==> src/rtl/exc_pkg.sv <==
// Shared types and CCR bit positions for the exception entry sequencer.
// Assumes an 8-bit CCR with the interrupt mask in bit 7 and the user bit in bit 6.
package exc_pkg;
    typedef enum logic [2:0] {
        ST_IDLE,
        ST_PUSH_PC,
        ST_PUSH_CCR,
        ST_FETCH,
        ST_LOAD
    } exc_state_t;

    localparam int CCR_W      = 8;
    localparam int CCR_I_BIT  = 7;
    localparam int CCR_UI_BIT = 6;
endpackage

==> src/rtl/exc_arbiter.sv <==
// Fixed-priority source selection.
// Order: non-maskable > trap > IRQ (low index first) > peripheral (low index first).
// Assumes `mask` holds off only IRQ and peripheral requests.
module exc_arbiter #(
    parameter int NUM_IRQ       = 8,
    parameter int NUM_PER       = 4,
    parameter int VEC_W         = 8,
    parameter int NMI_VEC       = 7,
    parameter int TRAP_VEC_BASE = 8,
    parameter int IRQ_VEC_BASE  = 16,
    parameter int PER_VEC_BASE  = 64
) (
    input  logic               nmi,
    input  logic               trap,
    input  logic [1:0]         trap_num,
    input  logic [NUM_IRQ-1:0] irq,
    input  logic [NUM_PER-1:0] per,
    input  logic               mask,
    output logic               win_valid,
    output logic [VEC_W-1:0]   win_vec,
    output logic               win_trap
);
    // Purpose: lower tiers are written first so that higher tiers override them.
    always_comb begin
        win_valid = 1'b0;
        win_vec   = '0;
        win_trap  = 1'b0;
        for (int k = NUM_PER - 1; k >= 0; k--) begin
            if (per[k] && !mask) begin
                win_valid = 1'b1;
                win_vec   = VEC_W'(PER_VEC_BASE + k);
            end
        end
        for (int n = NUM_IRQ - 1; n >= 0; n--) begin
            if (irq[n] && !mask) begin
                win_valid = 1'b1;
                win_vec   = VEC_W'(IRQ_VEC_BASE + n);
            end
        end
        if (trap) begin
            win_valid = 1'b1;
            win_vec   = VEC_W'(TRAP_VEC_BASE) + VEC_W'(trap_num);
            win_trap  = 1'b1;
        end
        if (nmi) begin
            win_valid = 1'b1;
            win_vec   = VEC_W'(NMI_VEC);
            win_trap  = 1'b0;
        end
    end
endmodule

==> src/rtl/exc_ccr_update.sv <==
// Computes the CCR value loaded on exception entry.
// I is always set; UI is set in control mode 1 and kept in mode 0.
// Assumes `icm` is a single bit selecting mode 0 or 1.
module exc_ccr_update
    import exc_pkg::*;
(
    input  logic [CCR_W-1:0] ccr_old,
    input  logic             icm,
    output logic [CCR_W-1:0] ccr_new
);
    // Purpose: force the mask bits and pass every other bit through.
    always_comb begin
        ccr_new = ccr_old;
        ccr_new[CCR_I_BIT] = 1'b1;
        if (icm) begin
            ccr_new[CCR_UI_BIT] = 1'b1;
        end
    end
endmodule

==> src/rtl/exc_entry_seq.sv <==
// Exception entry sequencer.
// Accepts one source while idle, pushes PC then CCR, fetches the 32-bit vector,
// and loads PC/CCR. Assumes a byte-addressed, downward-growing stack of
// DATA_W-bit words and PC_W == DATA_W.
module exc_entry_seq
    import exc_pkg::*;
#(
    parameter int NUM_IRQ       = 8,
    parameter int NUM_PER       = 4,
    parameter int PC_W          = 16,
    parameter int ADDR_W        = 16,
    parameter int DATA_W        = 16,
    parameter int ENTRY_W       = 32,
    parameter int VEC_W         = 8,
    parameter int NMI_VEC       = 7,
    parameter int TRAP_VEC_BASE = 8,
    parameter int IRQ_VEC_BASE  = 16,
    parameter int PER_VEC_BASE  = 64
) (
    input  logic               clk,
    input  logic               rst_n,
    input  logic               nmi_req,
    input  logic [NUM_IRQ-1:0] irq_req,
    input  logic [NUM_PER-1:0] per_req,
    input  logic               trap_req,
    input  logic [1:0]         trap_num,
    input  logic               icm,
    input  logic [PC_W-1:0]    pc_in,
    input  logic [CCR_W-1:0]   ccr_in,
    input  logic [ADDR_W-1:0]  sp_in,
    output logic               wr_en,
    output logic [ADDR_W-1:0]  wr_addr,
    output logic [DATA_W-1:0]  wr_data,
    input  logic               wr_ready,
    output logic               rd_en,
    output logic [ADDR_W-1:0]  rd_addr,
    input  logic [ENTRY_W-1:0] rd_data,
    input  logic               rd_valid,
    output logic               busy,
    output logic               pc_load,
    output logic [PC_W-1:0]    pc_out,
    output logic               ccr_load,
    output logic [CCR_W-1:0]   ccr_out,
    output logic [ADDR_W-1:0]  sp_out
);
    localparam int WORD_BYTES = DATA_W / 8;
    localparam logic [ADDR_W-1:0] STEP1 = ADDR_W'(WORD_BYTES);
    localparam logic [ADDR_W-1:0] STEP2 = ADDR_W'(2 * WORD_BYTES);

    exc_state_t          state;
    logic [VEC_W-1:0]    vec_q;
    logic                trap_q;
    logic                icm_q;
    logic [PC_W-1:0]     pc_q;
    logic [CCR_W-1:0]    ccr_q;
    logic [ADDR_W-1:0]   sp_q;
    logic                win_valid;
    logic [VEC_W-1:0]    win_vec;
    logic                win_trap;
    logic [CCR_W-1:0]    ccr_next;
    logic                unused_entry_hi;

    exc_arbiter #(
        .NUM_IRQ(NUM_IRQ), .NUM_PER(NUM_PER), .VEC_W(VEC_W),
        .NMI_VEC(NMI_VEC), .TRAP_VEC_BASE(TRAP_VEC_BASE),
        .IRQ_VEC_BASE(IRQ_VEC_BASE), .PER_VEC_BASE(PER_VEC_BASE)
    ) u_arb (
        .nmi(nmi_req), .trap(trap_req), .trap_num(trap_num),
        .irq(irq_req), .per(per_req), .mask(ccr_in[CCR_I_BIT]),
        .win_valid(win_valid), .win_vec(win_vec), .win_trap(win_trap)
    );

    exc_ccr_update u_ccr (
        .ccr_old(ccr_q), .icm(icm_q), .ccr_new(ccr_next)
    );

    // Purpose: sequence state and context captured at acceptance.
    always_ff @(posedge clk) begin
        if (!rst_n) begin
            state  <= ST_IDLE;
            vec_q  <= '0;
            trap_q <= 1'b0;
            icm_q  <= 1'b0;
            pc_q   <= '0;
            ccr_q  <= '0;
            sp_q   <= '0;
        end else begin
            case (state)
                ST_IDLE: begin
                    if (win_valid) begin
                        state  <= ST_PUSH_PC;
                        vec_q  <= win_vec;
                        trap_q <= win_trap;
                        icm_q  <= icm;
                        pc_q   <= pc_in;
                        ccr_q  <= ccr_in;
                        sp_q   <= sp_in;
                    end
                end
                ST_PUSH_PC:  if (wr_ready) state <= ST_PUSH_CCR;
                ST_PUSH_CCR: if (wr_ready) state <= ST_FETCH;
                ST_FETCH: begin
                    if (rd_valid) begin
                        state <= ST_LOAD;
                        pc_q  <= rd_data[PC_W-1:0];
                    end
                end
                ST_LOAD:     state <= ST_IDLE;
                default:     state <= ST_IDLE;
            endcase
        end
    end

    // Purpose: port outputs decoded from the current state.
    always_comb begin
        busy     = (state != ST_IDLE);
        wr_en    = (state == ST_PUSH_PC) || (state == ST_PUSH_CCR);
        wr_addr  = (state == ST_PUSH_CCR) ? (sp_q - STEP2) : (sp_q - STEP1);
        wr_data  = (state == ST_PUSH_CCR) ? DATA_W'(ccr_q) : DATA_W'(pc_q);
        rd_en    = (state == ST_FETCH);
        rd_addr  = ADDR_W'(vec_q) << 2;
        pc_load  = (state == ST_LOAD);
        ccr_load = (state == ST_LOAD);
        pc_out   = pc_q;
        ccr_out  = ccr_next;
        sp_out   = sp_q - STEP2;
    end

    assign unused_entry_hi = ^rd_data[ENTRY_W-1:PC_W];

    assert_nmi_first_R1: assert property (@(posedge clk) disable iff (!rst_n)
        (state == ST_IDLE && nmi_req) |=> (vec_q == VEC_W'(NMI_VEC) && !trap_q));

    assert_trap_unmasked_R2: assert property (@(posedge clk) disable iff (!rst_n)
        (state == ST_IDLE && trap_req && !nmi_req) |=> (busy && trap_q));

    assert_mask_holds_R4: assert property (@(posedge clk) disable iff (!rst_n)
        (state == ST_IDLE && ccr_in[CCR_I_BIT] && !nmi_req && !trap_req) |=> !busy);

    assert_push_starts_R5: assert property (@(posedge clk) disable iff (!rst_n)
        $rose(busy) |-> (wr_en && wr_data == DATA_W'(pc_q)));

    assert_load_after_read_R6: assert property (@(posedge clk) disable iff (!rst_n)
        pc_load |-> $past(rd_valid));

    assert_trap_ui_R7: assert property (@(posedge clk) disable iff (!rst_n)
        (ccr_load && trap_q && !icm_q) |->
            (ccr_out[CCR_UI_BIT] == ccr_q[CCR_UI_BIT] && ccr_out[CCR_I_BIT]));

    assert_busy_ends_R9: assert property (@(posedge clk) disable iff (!rst_n)
        pc_load |=> !busy);
endmodule

==> config.mk <==
export PLATFORM = sky130hd
export DESIGN_NAME = exc_entry_seq
export DESIGN_NICKNAME = d
export VERILOG_FILES = /design/src/rtl/exc_pkg.sv /design/src/rtl/exc_arbiter.sv /design/src/rtl/exc_ccr_update.sv /design/src/rtl/exc_entry_seq.sv
export SDC_FILE = /design/constraint.sdc
export NUM_CORES = 1
export LEC_CHECK = 0
export ABC_AREA = 1
export BUFFER_PORTS_ARGS = -buffer_cell sky130_fd_sc_hd__buf_4
export CORE_UTILIZATION = 41
export CTS_BUF_LIST = sky130_fd_sc_hd__clkbuf_2
export DETAILED_ROUTE_END_ITERATION = 12
export PLACE_DENSITY_LB_ADDON = 0.12
export SLEW_MARGIN = 40
export SYNTH_ARGS = -nofsm -noshare
export SYNTH_HDL_FRONTEND = slang
export SYNTH_SLANG_ARGS = --single-unit
==> constraint.sdc <==
create_clock -name clk -period 1.7 [get_ports clk]
set_input_delay 0.17 -clock clk [delete_from_list [all_inputs] [get_ports clk]]
set_output_delay 0.17 -clock clk [all_outputs]
set_load 0.005 [all_outputs]
==> results of run 1 <==
## final cells by class
class	count	share of cell area (%)
Inverter	41	3.106
Tap cell	99	2.092
Timing Repair inverter	1	0.1268
Sequential cell	50	17.22
Clock buffer	6	0.5071
Multi-Input combinational cell	374	38.07
Clock inverter	2	0.1479
Timing Repair Buffer	261	38.73
## layout by cell type, fill, tap and decap left out, types with 13 or more instances in the layout
master | synthesis | layout
nor2_1 | 94 | 57
dlygate4sd3_1 | 0 | 31
xor2_1 | 16 | 14
nor2_4 | 0 | 25
nor2_2 | 1 | 13
o21ai_1 | 7 | 16
a21oi_1 | 21 | 20
buf_4 | 21 | 187
inv_1 | 36 | 24
nand2_2 | 2 | 16
buf_6 | 1 | 31
o21ai_0 | 50 | 31
nand2_1 | 131 | 108
dfxtp_1 | 50 | 41
## final timing paths
check                        start                     end  slack (ns)  cells after the start
max           sp_q[3]$_SDFFE_PN0P_             wr_addr[14]       -0.51                     12
min                        nmi_req   vec_q[4]$_SDFFE_PN0P_        0.03                      4
max reg2reg  state[0]$_SDFFE_PN0P_  pc_out[5]$_SDFFE_PN0P_       -0.19                     11
min reg2reg  vec_q[4]$_SDFFE_PN0P_   vec_q[4]$_SDFFE_PN0P_        0.49                      2
## worst max-delay path, delay by kind of cell (launching register included)
| family | cells | cell delay, ns |
|---|---|---|
| and+or+nand+nor | 5 | 0.46 |
| DFF | 1 | 0.39 |
| buffers and inverters | 4 | 0.32 |
| xor gates and xnor gates | 1 | 0.20 |
| adders and majority gates | 1 | 0.14 |
| AOI/OAI and AO/OA | 1 | 0.07 |
## logic make-up after synthesis
logic type	synth area share, %
AOI/OAI and AO/OA	13.57
xor gates and xnor gates	6.240
adders and majority gates	1.216
buffers and inverters	12.97
DFF	32.41
other	0.2432
and+or+nand+nor	33.35
## stage by stage
step           hold slack [ns]  std cells  total power (W)
2_1_floorplan           0.3345        504         0.003918
3_3_place_gp            0.4216        751         0.005983
3_5_place_dp            0.4292        751         0.006064
4_1_cts              0.0008695        800         0.007560
5_1_grt              -0.003304        834         0.009357
6_report               0.02700        834         0.008795
## metal layers
layer | vias to the layer above | GRT usage, % | routed length [um]
met5 | - | 0 | 0
met4 | 0 | 7.625 | 208
met3 | 25 | 4.944 | 775
met1 | 1922 | 31.20 | 4544
li1 | 2007 | - | -
met2 | 198 | 46.92 | 6783
## power by group through the flow
stage / combinational, W / sequential, W / clock [W]
floorplan: 0.00209 / 0.00183 / 0
global placement: 0.00414 / 0.00185 / 0
detailed placement: 0.00420 / 0.00186 / 0
CTS: 0.00519 / 0.00187 / 0.000501
global route: 0.00679 / 0.00200 / 0.000564
finish: 0.00633 / 0.00196 / 0.000503
## sequential cells by signal, indices dropped and copies added, names as in the netlist
name,flops
ccr_q,8
pc_out,16
icm_q,1
state,3
sp_q,16
vec_q,6
## repair_timing
action / in CTS / in global routing
setup endpoints to repair: 60 / 78
pin swaps: 20 / 46
hold endpoints to repair: 20 / 9
setup buffers: 17 / 25
hold buffers: 20 / 11
gates resized for setup: 90 / 134
gates cloned: 4 / 2
==> metrics, run 1 <==
class of the worst hold path=in2reg; row count=31; final count of pins violating max slew=0; Worst-path clk slew=0.26 ns; register area share after synthesis=32.41%; register area=0.001020 mm^2; Logic pwr share=72.0%; area share of the largest cell type after synthesis=32.41%; Mapped Cells=495; Power per Cell Area=1485 mW/mm^2; count of maximum capacitance violations=0; Clock Path Buffers=2; CP Cell Sequence=inv_2 -> ha_4 -> nand2_4 -> nor2_4 -> inv_2 -> nor2_1 -> inv_1 -> nor2_2 -> xor2_1 -> nand2_1 -> o21ai_1 -> buf_4; failing checks=negative setup slack; drc violations=0; syn avg cell area=6.238 um^2; synth cell count leaders=131 x nand2_1, 94 x nor2_1, 50 x dfxtp_1, 50 x o21ai_0, 36 x inv_1; number of flops mapped to enable cells by yosys=0; Synth area leaders=dfxtp_1 32%, nand2_1 16%, nor2_1 11%; CTS root buffer=clkbuf_2; # IOs=186; buffers added on ports=158; iteration-0 DRC count of the detailed router=194; initial antenna violation count=0; Sequential Power Share=22.3%; largest net degree at the start of global routing=47; Mapped Area=0.003088 mm^2; Leak Pwr=2.937 nW; startpoint types=flip-flop; cts bufs inserted=5; Final Hold Viols=0; 1st-pass router iterations=5; CP Capture Type=output port; Slew @ Worst Pin=0.5024 ns; Yosys top cell by area=dfxtp_1; starting density of the core=42.57%; slowest stage cell, crit path=dfxtp_2; Antenna Cells=0; Max VDD drop=0.0008263 V; nets=830; Yosys reg bits=50; Skew-Pair Late Insertion Delay=0.44 ns; Fin Clk Skew=0.01488 ns; status=finished, violations left; multi-input logic area=0.002255 mm^2; worst rel slew slack=66.50%; vias=4152; final core utilization=81.65%; Post-DP HPWL=6.881 mm; CTS tree=built; die area=0.007883 mm^2; DP Area=0.004441 mm^2; Distinct cells, synth=32; Filler cells=435; Die Y=88.79 um; RSZ-0062 raised after global routing=true; dpl ws=-0.1065 ns; vias in the first global route=3432; Via density=4.978; total wire length=12.31 mm; H-Tree Level Count=2; period utilisation layout=129.7%; Setup TNS=-13.46 ns; ys flop type=dfxtp_1; Syn-to-layout area delta=91.77%; Post-synth ARST share=0%; Worst EP required=1.53 ns; WP data arrival=2.04 ns; yosys warns=0; Placer Congestion=0.8635; CP max FO=3; Fmax=0.4535 GHz; slowest stage delay, CP=0.39 ns; Clock power frac=5.7%; antenna viol nets, final=0; design area=0.005922 mm^2; Final Critical Period=2.205 ns; gr ovfl total=0; switching part of the total power=43.34%; Critical Setup Path Class=reg2out; Die W=88.79 um; setup violators final=73; Pint=0.004984 W; first-pass GRT wire length=15.70 mm; final worst slack=-0.5051 ns; drt wl/cell=14.76 um; Tot GR Track Use=25.99%; CTS Sinks=50; count leader, synth=nand2_1; P_sw=0.003812 W; fraction of layout cells with a size suffix above 1=48.98%; Core Box Area=0.007253 mm^2; Worst path most repeated cell=inv_2
No activity file was read; power rests on OpenSTA's default activity.
==> run 2, diff against run 1 <==
REMOVE_ABC_BUFFERS = 1   (was unset)
SLEW_MARGIN = unset   (was 40)
==> metrics, run 2 (synthesized netlist as in run 1, its figures left out) <==
period utilisation layout=138.8% (was 129.7%); most common cell after layout, fill and taps aside=buf_4 (unchanged); Power per Cell Area=1547 mW/mm^2 (was 1485 mW/mm^2); Max VDD drop=0.0007773 V (was 0.0008263 V); startpoint types=flip-flop (unchanged); Die Y=88.79 um (unchanged); Antenna Cells=0 (unchanged); Core Box Area=0.007253 mm^2 (unchanged); final hold slack=0.02240 ns (was 0.02700 ns); Die W=88.79 um (unchanged); failing checks=negative setup slack (unchanged); nets=809 (was 830); CTS root buffer=clkbuf_2 (unchanged); RSZ-0062 raised after global routing=true (unchanged); H-Tree Level Count=2 (unchanged); Final Critical Period=2.359 ns (was 2.205 ns); Tot GR Track Use=25.75% (was 25.99%); class of the worst hold path=in2reg (unchanged); Fmax=0.4239 GHz (was 0.4535 GHz); vias in the first global route=3538 (was 3432); cts bufs inserted=5 (unchanged); first-pass GRT wire length=15.72 mm (was 15.70 mm); starting density of the core=42.57% (unchanged); drc violations=0 (unchanged); Setup TNS=-10.99 ns (was -13.46 ns); Critical Setup Path Class=reg2out (unchanged); total power=0.008675 W (was 0.008795 W); count of maximum capacitance violations=0 (unchanged); Leak Pwr=2.766 nW (was 2.937 nW); Clock Path Buffers=2 (unchanged); CP Capture Type=output port (unchanged); CTS tree=built (unchanged); Via density=4.905 (was 4.978); Worst-path clk slew=0.27 ns (was 0.26 ns); Fin Clk Skew=0.01912 ns (was 0.01488 ns); row count=31 (unchanged); Skew-Pair Late Insertion Delay=0.42 ns (was 0.44 ns); status=finished, violations left (unchanged); buffers added on ports=158 (unchanged); Syn-to-layout area delta=81.65% (was 91.77%); drt wl/cell=13.86 um (was 14.76 um); 1st-pass router iterations=4 (was 5); Critical R2R Launch=state[0]$_SDFFE_PN0P_ (unchanged); total wire length=11.27 mm (was 12.31 mm); Placer Congestion=0.8497 (was 0.8635); Final Hold Viols=0 (unchanged); CP max FO=3 (unchanged); initial antenna violation count=0 (unchanged); final worst slack=-0.6589 ns (was -0.5051 ns); CTS Sinks=50 (unchanged); setup violators final=38 (was 73); largest net degree at the start of global routing=47 (unchanged); fraction of layout cells with a size suffix above 1=47.90% (was 48.98%); die area=0.007883 mm^2 (unchanged); final count of pins violating max slew=0 (unchanged); Worst EP required=1.53 ns (about the same); Post-DP HPWL=7.001 mm (was 6.881 mm); Critical Path Source=sp_q[8]$_SDFFE_PN0P_ (was sp_q[3]$_SDFFE_PN0P_); Worst Hold Launch=sp_in[4] (was nmi_req); # IOs=186 (unchanged); iteration-0 DRC count of the detailed router=146 (was 194); antenna viol nets, final=0 (unchanged); vias=3988 (was 4152); final core utilization=77.33% (was 81.65%); gr ovfl total=0 (unchanged); most frequent cells in the layout=190 x buf_4, 109 x nand2_1, 65 x nor2_1, 40 x dfxtp_1, 35 x o21ai_0 (was 187 x buf_4, 108 x nand2_1, 57 x nor2_1, 41 x dfxtp_1); WP data arrival=2.19 ns (was 2.04 ns)
run 2: area by class of cell:
| type | instances | area [um^2] |
|---|---|---|
| repair buffers | 241 | 2017 |
| flip-flops and latches | 50 | 1021 |
| well taps | 99 | 123.9 |
| clock inverters | 3 | 63.81 |
| multi-input cells | 374 | 2177 |
| fillers | 542 | 1644 |
| inverters | 41 | 181.4 |
| clock buffers | 5 | 25.02 |
run 2: critical path: stages (launching register included):
cell     delay (ns)
dfxtp_4        0.42
nor2_1         0.19
nand3_2        0.14
nor2_4         0.15
inv_2          0.05
nor2_2         0.08
inv_2          0.06
nor2_4         0.10
xor2_2         0.18
nand2_1        0.11
o21ai_1        0.13
buf_4          0.14
run 2: where the power goes:
group	internal, W	switching (W)	leakage (nW)
clock network	0.000391	0.000384	0.0506
registers	0.00156	0.000344	0.419
logic	0.00310	0.00289	2.30
run 2: final timing paths:
path,endpoint,slack [ns],cells past startpoint
setup / recovery,wr_addr[14],-0.66,11
hold / removal,sp_q[4]$_SDFFE_PN0P_,0.02,3
setup reg to reg,pc_out[2]$_SDFFE_PN0P_,-0.03,12
hold reg to reg,vec_q[4]$_SDFFE_PN0P_,0.49,2
run 2: through the flow:
stage | instance area [um^2] | setup WS, ns | std cells
after global placement | 4478 | -0.09102 | 758
final | 5609 | -0.6589 | 813
after global routing | 5609 | -0.8101 | 813
after floorplan | 2875 | -0.8008 | 464
after detailed placement | 4478 | -0.1537 | 758
after CTS | 5213 | -0.4204 | 801
run 2: what timing repair did:
action,CTS,global route
endpoints found under the hold margin,15,4
resized for setup,111,81
endpoints found under the setup margin,63,73
hold buffers,15,4
setup buffers,21,10
pin swaps,24,35
cloned,1,1
run 2: per-layer routing:
metal	vias to the layer above	part of all wire, %	track usage [%]
li1	1945	-	-
met1	1855	39	29.65
met2	156	51	47.76
met3	32	6.2	5.131
met4	0	3.0	7.771
met5	-	0	0
